$ cat src/rtl/irqf_pkg.sv
package irqf_pkg;
  localparam int unsigned N_IRQ = 8;
  localparam int unsigned LVL_W = $clog2(N_IRQ);
  typedef logic [N_IRQ-1:0] irq_vec_t;
  typedef logic [LVL_W-1:0] irq_lvl_t;
  localparam irq_lvl_t DEFAULT_LVL = irq_lvl_t'(N_IRQ - 1);

  // Keep only the lowest-numbered set bit (highest priority).
  function automatic irq_vec_t lowest_onehot(irq_vec_t v);
    irq_vec_t r;
    logic     found;
    r     = '0;
    found = 1'b0;
    for (int i = 0; i < N_IRQ; i++) begin
      if (v[i] && !found) begin
        r[i]  = 1'b1;
        found = 1'b1;
      end
    end
    return r;
  endfunction

  // Encode a one-hot vector into its bit index.
  function automatic irq_lvl_t onehot_to_lvl(irq_vec_t oh);
    irq_lvl_t l;
    l = '0;
    for (int i = 0; i < N_IRQ; i++) begin
      if (oh[i]) l = l | irq_lvl_t'(i);
    end
    return l;
  endfunction
endpackage

$ cat src/rtl/irqf_sense.sv
module irqf_sense
  import irqf_pkg::*;
(
  input  logic     clk,
  input  logic     rst_n,
  input  irq_vec_t req_i,
  input  logic     level_mode_i,
  input  irq_vec_t clr_i,
  output irq_vec_t rise_o,
  output irq_vec_t pending_o
);
  irq_vec_t armed_q;
  irq_vec_t pend_q;

  for (genvar g = 0; g < N_IRQ; g++) begin : g_line
    logic nxt;
    assign rise_o[g] = req_i[g] & armed_q[g];
    always_comb begin
      if (level_mode_i) nxt = req_i[g];
      else              nxt = (pend_q[g] | rise_o[g]) & req_i[g];
      nxt = nxt & ~clr_i[g];
    end
    always_ff @(posedge clk or negedge rst_n) begin
      if (!rst_n) begin
        armed_q[g] <= 1'b0;
        pend_q[g]  <= 1'b0;
      end else begin
        armed_q[g] <= ~req_i[g];
        pend_q[g]  <= nxt;
      end
    end
  end

  assign pending_o = pend_q;
endmodule

$ cat src/rtl/irqf_resolve.sv
module irqf_resolve
  import irqf_pkg::*;
(
  input  irq_vec_t pending_i,
  input  irq_vec_t req_i,
  input  irq_vec_t mask_i,
  input  logic     ack_i,
  output irq_vec_t win_onehot_o,
  output irq_lvl_t win_lvl_o,
  output logic     dflt_o,
  output logic     irq_o
);
  irq_vec_t cand;
  irq_vec_t first;

  assign cand         = pending_i & req_i & ~mask_i;
  assign first        = lowest_onehot(cand);
  assign dflt_o       = (cand == '0);
  assign win_lvl_o    = dflt_o ? DEFAULT_LVL : onehot_to_lvl(first);
  assign win_onehot_o = ack_i ? first : '0;
  assign irq_o        = |(pending_i & ~mask_i);
endmodule

$ cat src/rtl/irqf_service.sv
module irqf_service
  import irqf_pkg::*;
(
  input  logic     clk,
  input  logic     rst_n,
  input  irq_vec_t set_i,
  input  logic     eoi_i,
  output irq_vec_t eoi_clr_o,
  output irq_vec_t isr_o
);
  irq_vec_t isr_q;

  assign eoi_clr_o = eoi_i ? lowest_onehot(isr_q) : '0;

  always_ff @(posedge clk or negedge rst_n) begin
    if (!rst_n) isr_q <= '0;
    else        isr_q <= (isr_q & ~eoi_clr_o) | set_i;
  end

  assign isr_o = isr_q;
endmodule

$ cat src/rtl/irq_front.sv
module irq_front
  import irqf_pkg::*;
(
  input  logic             clk,
  input  logic             rst_n,
  input  logic [N_IRQ-1:0] req_i,
  input  logic             level_mode_i,
  input  logic [N_IRQ-1:0] mask_i,
  input  logic             ack_i,
  input  logic             eoi_i,
  output logic             irq_o,
  output logic [N_IRQ-1:0] pending_o,
  output logic [N_IRQ-1:0] inservice_o,
  output logic             ack_valid_o,
  output logic [LVL_W-1:0] ack_level_o,
  output logic             ack_default_o
);
  irq_vec_t rise;
  irq_vec_t win_onehot;
  irq_vec_t eoi_clr;
  irq_lvl_t win_lvl;
  logic     win_dflt;

  irqf_sense u_sense (
    .clk(clk), .rst_n(rst_n), .req_i(req_i), .level_mode_i(level_mode_i),
    .clr_i(win_onehot), .rise_o(rise), .pending_o(pending_o)
  );

  irqf_resolve u_resolve (
    .pending_i(pending_o), .req_i(req_i), .mask_i(mask_i), .ack_i(ack_i),
    .win_onehot_o(win_onehot), .win_lvl_o(win_lvl), .dflt_o(win_dflt),
    .irq_o(irq_o)
  );

  irqf_service u_service (
    .clk(clk), .rst_n(rst_n), .set_i(win_onehot), .eoi_i(eoi_i),
    .eoi_clr_o(eoi_clr), .isr_o(inservice_o)
  );

  always_ff @(posedge clk or negedge rst_n) begin
    if (!rst_n) begin
      ack_valid_o   <= 1'b0;
      ack_level_o   <= '0;
      ack_default_o <= 1'b0;
    end else begin
      ack_valid_o   <= ack_i;
      ack_level_o   <= ack_i ? win_lvl : ack_level_o;
      ack_default_o <= ack_i & win_dflt;
    end
  end
endmodule

$ cat config.mk
export PLATFORM = sky130hd
export DESIGN_NAME = irq_front
export DESIGN_NICKNAME = d
export VERILOG_FILES = /design/src/rtl/irqf_pkg.sv /design/src/rtl/irqf_sense.sv /design/src/rtl/irqf_resolve.sv /design/src/rtl/irqf_service.sv /design/src/rtl/irq_front.sv
export SDC_FILE = /design/constraint.sdc
export NUM_CORES = 1
export LEC_CHECK = 0
export CELL_PAD_IN_SITES_DETAIL_PLACEMENT = 0
export CELL_PAD_IN_SITES_GLOBAL_PLACEMENT = 1
export CORE_MARGIN = 4
export CORE_UTILIZATION = 30
export CTS_CLUSTER_DIAMETER = 150
export DETAILED_ROUTE_END_ITERATION = 7
export PLACE_DENSITY_LB_ADDON = 0.1
export SYNTH_ARGS = -nofsm -noshare
export SYNTH_HDL_FRONTEND = slang
export SYNTH_SLANG_ARGS = --single-unit
$ cat constraint.sdc
create_clock -name clk -period 1.6 [get_ports clk]
set_clock_uncertainty 0.05 [all_clocks]
set_input_delay 0.48 -clock clk [delete_from_list [all_inputs] [get_ports clk]]
set_output_delay 0.48 -clock clk [all_outputs]
set_load 0.03 [all_outputs]
Yosys cells after proc, flatten, opt, wreduce, memory -nomap -nowiden:

Index checks and enable logic that the tools add are counted.

* register bits: 29
* output and inout port bits: 22
* input port bits: 21

* muxes and demuxes: 46
* bitwise gates (word level): 56
* reductions and logical operators: 30

Operator list (count)
* 1-bit two-way mux: 37
* 8-bit bitwise AND: 4
* 1-bit bitwise AND: 25
* 8-bit two-way mux: 2
* 1-bit NOT: 16
* 8-bit NOT: 2
* 3-bit two-way mux: 5
* 1-bit logical AND: 14
* 1-bit logical NOT: 14
* 8-bit logical NOT: 1
* 1-bit OR: 8
* 8-bit OR: 1
* 8-bit OR reduction: 1
* 2-bit two-way mux: 2

Logic depth before layout (Yosys ltp):

Gate-level depths: netlist (run 1).

* depth in word-level cells: 27
* depth in mapped cells: 4

Hierarchy:

From an unflattened synthesis (run 1), not the netlist that was laid out.

* cell total of the unflattened synthesis: 138
* area, all modules: 1447.6 um^2

By module, submodules not included
* irqf_sense: cells an instance 49, area each 571.8 um^2, sequential area each 400.4 um^2, times used 1
* irqf_service: cells an instance 38, area each 395.4 um^2, sequential area each 200.2 um^2, times used 1
* irqf_resolve: cells an instance 42, area each 314.1 um^2, sequential area each 0.0 um^2, times used 1
* irq_front: cells an instance 9, area each 166.4 um^2, sequential area each 125.1 um^2, times used 1

Worst setup path after synthesis (run 1):

OpenSTA, ideal clock, no wires.

* path kind: flip-flop to flip-flop
* start: register u_service.isr_q[2], in the netlist u_service.isr_o[2]
* end: register u_service.isr_q[7], in the netlist u_service.isr_o[7]
* required time: 1.424 ns
* arrival time: 1.667 ns
* cell stages (with the launch flop): 5
* path buffers: 0
* path slack: -0.242 ns
* cell sequence: dfrtp_1 or4b_4 or4_4 o21ai_2 o31ai_1

* cells in the longest elaborated chain, start to end: 21

Ends and longest elaborated chain
* start: declaration: RTL line irqf_service.sv:11 `irq_vec_t isr_q;`
* start signal: assignment: RTL line irqf_service.sv:17 `else isr_q <= (isr_q & ~eoi_clr_o) | set_i;`
* 1-bit logical AND *: RTL line irqf_pkg.sv:15 `if (v[i] && !found) begin`
* 1-bit two-way mux *: RTL line irqf_pkg.sv:15
* 1-bit logical NOT: RTL line irqf_pkg.sv:15
* 1-bit logical AND: RTL line irqf_pkg.sv:15
* 1-bit two-way mux *: RTL line irqf_pkg.sv:15
* 1-bit logical NOT: RTL line irqf_pkg.sv:15
* 1-bit logical AND: RTL line irqf_pkg.sv:15
* 1-bit two-way mux *: RTL line irqf_pkg.sv:15
* (+5 left out)
* 1-bit two-way mux *: RTL line irqf_pkg.sv:15
* 1-bit logical NOT *: RTL line irqf_pkg.sv:15
* 1-bit logical AND *: RTL line irqf_pkg.sv:15
* 1-bit two-way mux *: RTL line irqf_pkg.sv:15
* 8-bit two-way mux *: RTL line irqf_service.sv:13 `assign eoi_clr_o = eoi_i ? lowest_onehot(isr_q) : '0;`
* 8-bit NOT *: RTL line irqf_service.sv:17
* 8-bit bitwise AND *: RTL line irqf_service.sv:17
* 8-bit OR *: RTL line irqf_service.sv:17

Every way passes the cells marked *; elsewhere a longest branch is shown, timed or not.
A chain may end at the register's enable or synchronous reset.

Worst setup path after layout (run 1):

* start: register u_sense.pend_q[7], in the netlist u_sense.pending_o[7]
* end: output port irq_o

* cells in the longest elaborated chain, start to end: 2

Ends and longest elaborated chain
* start: declaration: RTL line irqf_sense.sv:13 `irq_vec_t pend_q;`
* start signal: indexed assignment: RTL line irqf_sense.sv:29 `pend_q[g] <= nxt;`
* 8-bit bitwise AND: RTL line irqf_resolve.sv:21 `assign irq_o = |(pending_i & ~mask_i);`
* 8-bit OR reduction: RTL line irqf_resolve.sv:21
* end: declaration: RTL line irq_front.sv:11 `output logic irq_o,`

Every way passes these cells.

==> results of run 1 <==
layout make-up:
class | count | area share, %
clock inverter | 1 | 0.238
sequential | 29 | 34.9
inverter | 11 | 1.96
timing repair buffer | 77 | 30.6
clock buffer | 7 | 4.57
tap | 48 | 2.85
multi-input combinational | 70 | 24.9
cell usage in the layout (no fill, tap or decap), types with 3 or more instances in the layout:
cell	netlist	routed
nor2b_4	0	4
dfrtp_1	29	22
dlygate4sd2_1	0	13
buf_4	0	50
o31ai_1	9	8
nand2_1	14	12
clkbuf_8	0	7
nor2b_2	0	3
a21oi_1	7	7
inv_1	11	10
clkdlybuf4s50_1	0	10
o21ai_0	5	3
dfrtp_2	0	7
nand3b_1	4	4
where the power goes:
part           leakage (uW)  switching, uW  internal [uW]  total (uW)
logic              0.000635            264            243         507
registers          0.000350           32.9            793         826
clock network     0.0000542            276            388         664
metal layers:
layer  wire (um)  GRT usage [%]  vias to the layer above
li1            -              -                      566
met1        1530           18.4                      526
met2        1610           22.9                       29
met3         171           3.65                        8
met4          73           6.89                        0
met5           0              0                        -
what timing repair did:
| action | 4_1_cts | 5_1_grt |
|---|---|---|
| setup endpoints to repair | 14 | 11 |
| pin swaps | 6 | 7 |
| resized for setup | 30 | 9 |
| setup buffers | 0 | 1 |
worst max-delay path, cell delays in order, from the launching register on:
cell and delay (ns):
dfrtp_1 0.38, nor2b_4 0.15, a2111oi_4 0.33, nand2_2 0.10, buf_6 0.14
cells by family (layout without fill, tap and decap cells):
| family | Yosys count | count (layout) |
|---|---|---|
| flops | 29 | 29 |
| buf+inv | 12 | 96 |
| compound gates | 32 | 32 |
| simple gates | 38 | 38 |
stage by stage:
stage / setup slack, ns / hold WS [ns] / utilization (%)
global placement: -0.991 / 0.417 / 52.1
detailed placement: -0.986 / 0.426 / 52.1
CTS: -0.318 / 0.440 / 54.9
floorplan: -0.205 / 0.134 / -
finish: -0.307 / 0.361 / 55.9
global route: -0.365 / 0.368 / 55.9
sequential cells by signal, indices dropped and copies added, names as in the netlist:
signal,flops
ack_default_o,1
ack_level_o,3
ack_valid_o,1
u_sense.armed_q,8
u_sense.pending_o,8
u_service.isr_o,8
worst max path at each step:
| stage | to | cells past startpoint | from | slack (ns) |
|---|---|---|---|---|
| 2_1_floorplan | u_service.isr_o[7] | 4 | u_service.isr_o[2] | -0.21 |
| 3_5_place_dp | irq_o | 5 | mask_i[1] | -0.99 |
| 4_1_cts | irq_o | 4 | u_sense.pending_o[6] | -0.32 |
| 3_3_place_gp | irq_o | 5 | mask_i[1] | -0.99 |
| 5_1_grt | irq_o | 4 | u_sense.pending_o[7] | -0.36 |
| 6_report | irq_o | 4 | u_sense.pending_o[7] | -0.31 |
==> flow_metrics.tcl, run 1 <==
set metrics [dict create \
    synth_fa_ha_area_share_pct 0 \
    startpoint_type "flop" \
    synth-compound-area-share_pct 17.9 \
    finalSetupTns_ns -0.572 \
    final_area_sq_um 2110 \
    ys_warn_count 0 \
    max_slew_margin_pct 78.1 \
    dieArea_sq_um 5080 \
    clk_pin_slew_ns 0.06 \
    synthArstFlopShare_pct 100 \
    synth-main-ff-cell "dfrtp_1" \
    worstMarginPinSlew_ns 0.328 \
    status "complete, but fails checks" \
    worstHoldEndpoint "u_sense.armed_q[0]" \
    crit_fanout 3 \
    grt_usage_pct 14.4 \
    synthMuxAreaShare_pct 0 \
    gp_congestion 0.783 \
    cts.sinks 29 \
    min_path_cells 2 \
    post-place-cells 236 \
    slew_violations 0 \
    syn_to_final_growth_pct 75.6 \
    post-synth-top-count-cell "dfrtp_1" \
    rsz0062_at_grt "yes" \
    timing.rr.start "u_service.isr_o[0]" \
    vias 1129 \
    die_h_um 71.2 \
    ys_seq_area_share_pct 60.5 \
    r2r_slack_ns -0.14 \
    boundaryPins 43 \
    cts_tree "built" \
    leakage_uw 0.00104 \
    cp_data_required_time_ns 1.07 \
    clockBufferDepth 2 \
    synth_simple_gate_area_share_pct 17.8 \
    r2r_end "u_service.isr_o[7]" \
    synth_area_per_cell_sq_um 10.8 \
    drt_iter0_markers 42 \
    finalPower_uw 2000 \
    antenna_found_initial 0 \
    final_cells 243 \
    portBuffers 42 \
    antenna_left 0 \
    synthTopCellsByCount "29 x dfrtp_1, 14 x nand2_1, 11 x inv_1, 9 x o31ai_1" \
    r2r_cells 4 \
    numCtsBuffers 5 \
    coreArea_sq_um 3770 \
    clk_latency_ns 0.28 \
    drt_wl_total_um 3380 \
    h-tree-depth 2 \
    ys_ff_latch 29 \
    hold_violations 0 \
    critPathKind "flop to primary output" \
    period_share_pct 119 \
    max_freq_ghz 0.525 \
    violations "setup timing" \
    cts_root_buffer "clkbuf_8" \
    setup_slack_ns -0.307 \
    hp-start "req_i[0]" \
    max_cap_viol_count 0 \
    wl_per_cell_um 13.9 \
    nFillCells 351 \
    end_kind "primary output" \
    grt_max_degree 30 \
    grt_pass1_vias 1176 \
    ir_drop_mv 0.408 \
    period_minus_slack_ns 1.91 \
    setup_viol 3 \
    die_x_um 71.2 \
    drc 0 \
    place.detailed.hpwl_um 2660 \
    place_area_sq_um 1960 \
    multi_input_area_sq_um 526 \
    drive_above_1_share_pct 44.6 \
    register_area_sq_um 734 \
    synth_cell_type_count 29 \
    worstPathArrival_ns 1.38 \
    netlist_area_sq_um 1200 \
    synth_edf_count 0 \
    vias_per_cell 4.65 \
    syn_nets 132 \
    overflow 0 \
    synth_area_leader_cell "dfrtp_1" \
    fin_nets 215 \
    synth_top_area_share_pct 60.5 \
    rows 22 \
    synth_area_leaders "dfrtp_1 60%, o31ai_1 5.6%, nand2_1 4.4%" \
    grt_pass1_wl_um 5650 \
    start_util_pct 31.8 \
    synthCells 111 \
    synth_top_family_by_area "compound AO/OA/AOI/OAI gates" \
    power_density_nw_per_um2 948 \
    n_antenna_cell 0 \
    synth-xor-area-share_pct 0 \
    worstHoldPathType "input port to flop" \
    holdBufCountCts 0 \
    firstDrtPassIters 4 \
]
(Power assumes the default switching activity.)
==> run 2: changes to the inputs <==
- CORE_ASPECT_RATIO: not set -> 0.8
==> flow_metrics.tcl, run 2 (same netlist as run 1, synthesis figures left out) <==
set metrics [dict create \
    boundaryPins 43 \
    period_share_pct 118 \
    worstHoldPathType "input port to flop" \
    coreArea_sq_um 3830 \
    timing.rr.start "u_service.isr_o[0]" \
    clk_pin_slew_ns 0.06 \
    grt_pass1_vias 1220 \
    min_path_cells 2 \
    drive_above_1_share_pct 44.6 \
    numCtsBuffers 5 \
    pwr-share-comb_pct 26.3 \
    cp_data_required_time_ns 1.07 \
    final_area_sq_um 2110 \
    firstDrtPassIters 4 \
    cts_tree "built" \
    place_ws_ns -1.01 \
    p_switching_uw 557 \
    max_freq_ghz 0.528 \
    start_util_pct 31.3 \
    startpoint "u_sense.pending_o[7]" \
    portBuffers 42 \
    grt_max_degree 30 \
    setup_viol 3 \
    r2r_end "u_service.isr_o[7]" \
    syn_to_final_growth_pct 75.8 \
    grt_pass1_wl_um 5960 \
    startpoint_type "flop" \
    die_h_um 64.6 \
    wl_per_cell_um 13.6 \
    cpPeakStageDelay_ns 0.38 \
    clk_latency_ns 0.27 \
    power_density_nw_per_um2 924 \
    crit_chain "nor2b_4 -> a2111oi_4 -> nand2_2 -> buf_6" \
    critical_path_buf_inv_count 1 \
    ir_drop_mv 0.549 \
    end_kind "primary output" \
    critPathKind "flop to primary output" \
    status "complete, but fails checks" \
    dieArea_sq_um 5080 \
    antenna_left 0 \
    final_common_cell "buf_4" \
    max_cap_viol_count 0 \
    cts.sinks 29 \
    vias 1143 \
    hp-start "req_i[0]" \
    n_antenna_cell 0 \
    drt_iter0_markers 38 \
    die_x_um 78.7 \
    h-tree-depth 2 \
    max_slew_margin_pct 77.4 \
    clockBufferDepth 2 \
    gp_congestion 0.782 \
    grt_usage_pct 15.3 \
    p_sw_share_pct 28.6 \
    worstPathArrival_ns 1.36 \
    worstHoldEndpoint "u_sense.armed_q[0]" \
    crit_fanout 2 \
    cp_slowest_cell "dfrtp_1" \
    worstMarginPinSlew_ns 0.339 \
    drc 0 \
    seq_power_share_pct 42.6 \
    setup_slack_ns -0.293 \
    period_minus_slack_ns 1.89 \
    overflow 0 \
    r2r_cells 4 \
    drt_wl_total_um 3400 \
    antenna_found_initial 0 \
    critPathTopFamily "flip-flops" \
    cts_root_buffer "clkbuf_8" \
    hold_violations 0 \
    final_cells 250 \
    clockPowerShare_pct 31.1 \
    leakage_uw 0.00103 \
    place.detailed.hpwl_um 2710 \
    fin_nets 215 \
    rsz0062_at_grt "yes" \
    rows 20 \
    layout_common_cells "50 x buf_4, 22 x dfrtp_1, 12 x nand2_1, 11 x dlygate4sd2_1" \
    violations "setup timing" \
    post-place-cells 241 \
    slew_violations 0 \
    internal_power_uw 1390 \
    r2r_slack_ns -0.16 \
    vias_per_cell 4.57 \
    place_area_sq_um 1950 \
]
run 2: how the worst max path moves through the flow:
stage,depth (start not counted),slack [ns],to
after detailed placement,5,-1.01,irq_o
after CTS,4,-0.33,irq_o
after floorplan,4,-0.21,u_service.isr_o[7]
after global routing,4,-0.38,irq_o
after global placement,5,-0.99,irq_o
final,4,-0.29,irq_o
run 2: through the flow:
step / hold slack (ns) / power (uW) / utilization [%] / setup TNS, ns
detailed placement: 0.442 / 1340 / 51.0 / -6.35
global placement: 0.419 / 1330 / 51.0 / -6.29
finish: 0.372 / 1950 / 55.1 / -0.585
CTS: 0.454 / 1970 / 54.4 / -0.915
global route: 0.385 / 2050 / 55.1 / -0.752
floorplan: 0.134 / 1060 / - / -0.441
run 2: routing by layer:
metal / track usage [%] / share of wire [%] / vias up / wire length, um
met3: 4.86 / 5.4 / 4 / 182
met1: 21.5 / 48 / 548 / 1640
met4: 5.24 / 0.74 / 0 / 25
met5: 0 / 0 / - / 0
met2: 22.1 / 46 / 30 / 1560
li1: - / - / 561 / -
run 2: timing repair:
| action | CTS | global route |
|---|---|---|
| hold buffers | 0 | 0 |
| setup buffers | 2 | 2 |
| resized for setup | 32 | 7 |
| pin swaps | 7 | 7 |
| endpoints found under the setup margin | 13 | 14 |
run 2: final cells by class:
type                            count  area (sq um)
Fill cell                         360          1720
Sequential cell                    29           734
Timing Repair Buffer               77           649
Multi-Input combinational cell     70           526
Clock buffer                        8          90.1
Tap cell                           55          68.8
Inverter                           11          41.3
run 2: power groups by stage:
stage / clock network, uW / logic [uW] / registers, uW
global placement: 0 / 496 / 837
global route: 662 / 554 / 838
finish: 606 / 513 / 829
CTS: 628 / 512 / 829
floorplan: 0 / 125 / 938
detailed placement: 0 / 500 / 840
run 2: worst register-to-register path, stage by stage (launching register included):
cell and delay, ns:
dfrtp_2 0.40, or4b_4 0.55, or4_4 0.44, o21ai_2 0.12, o31ai_1 0.08
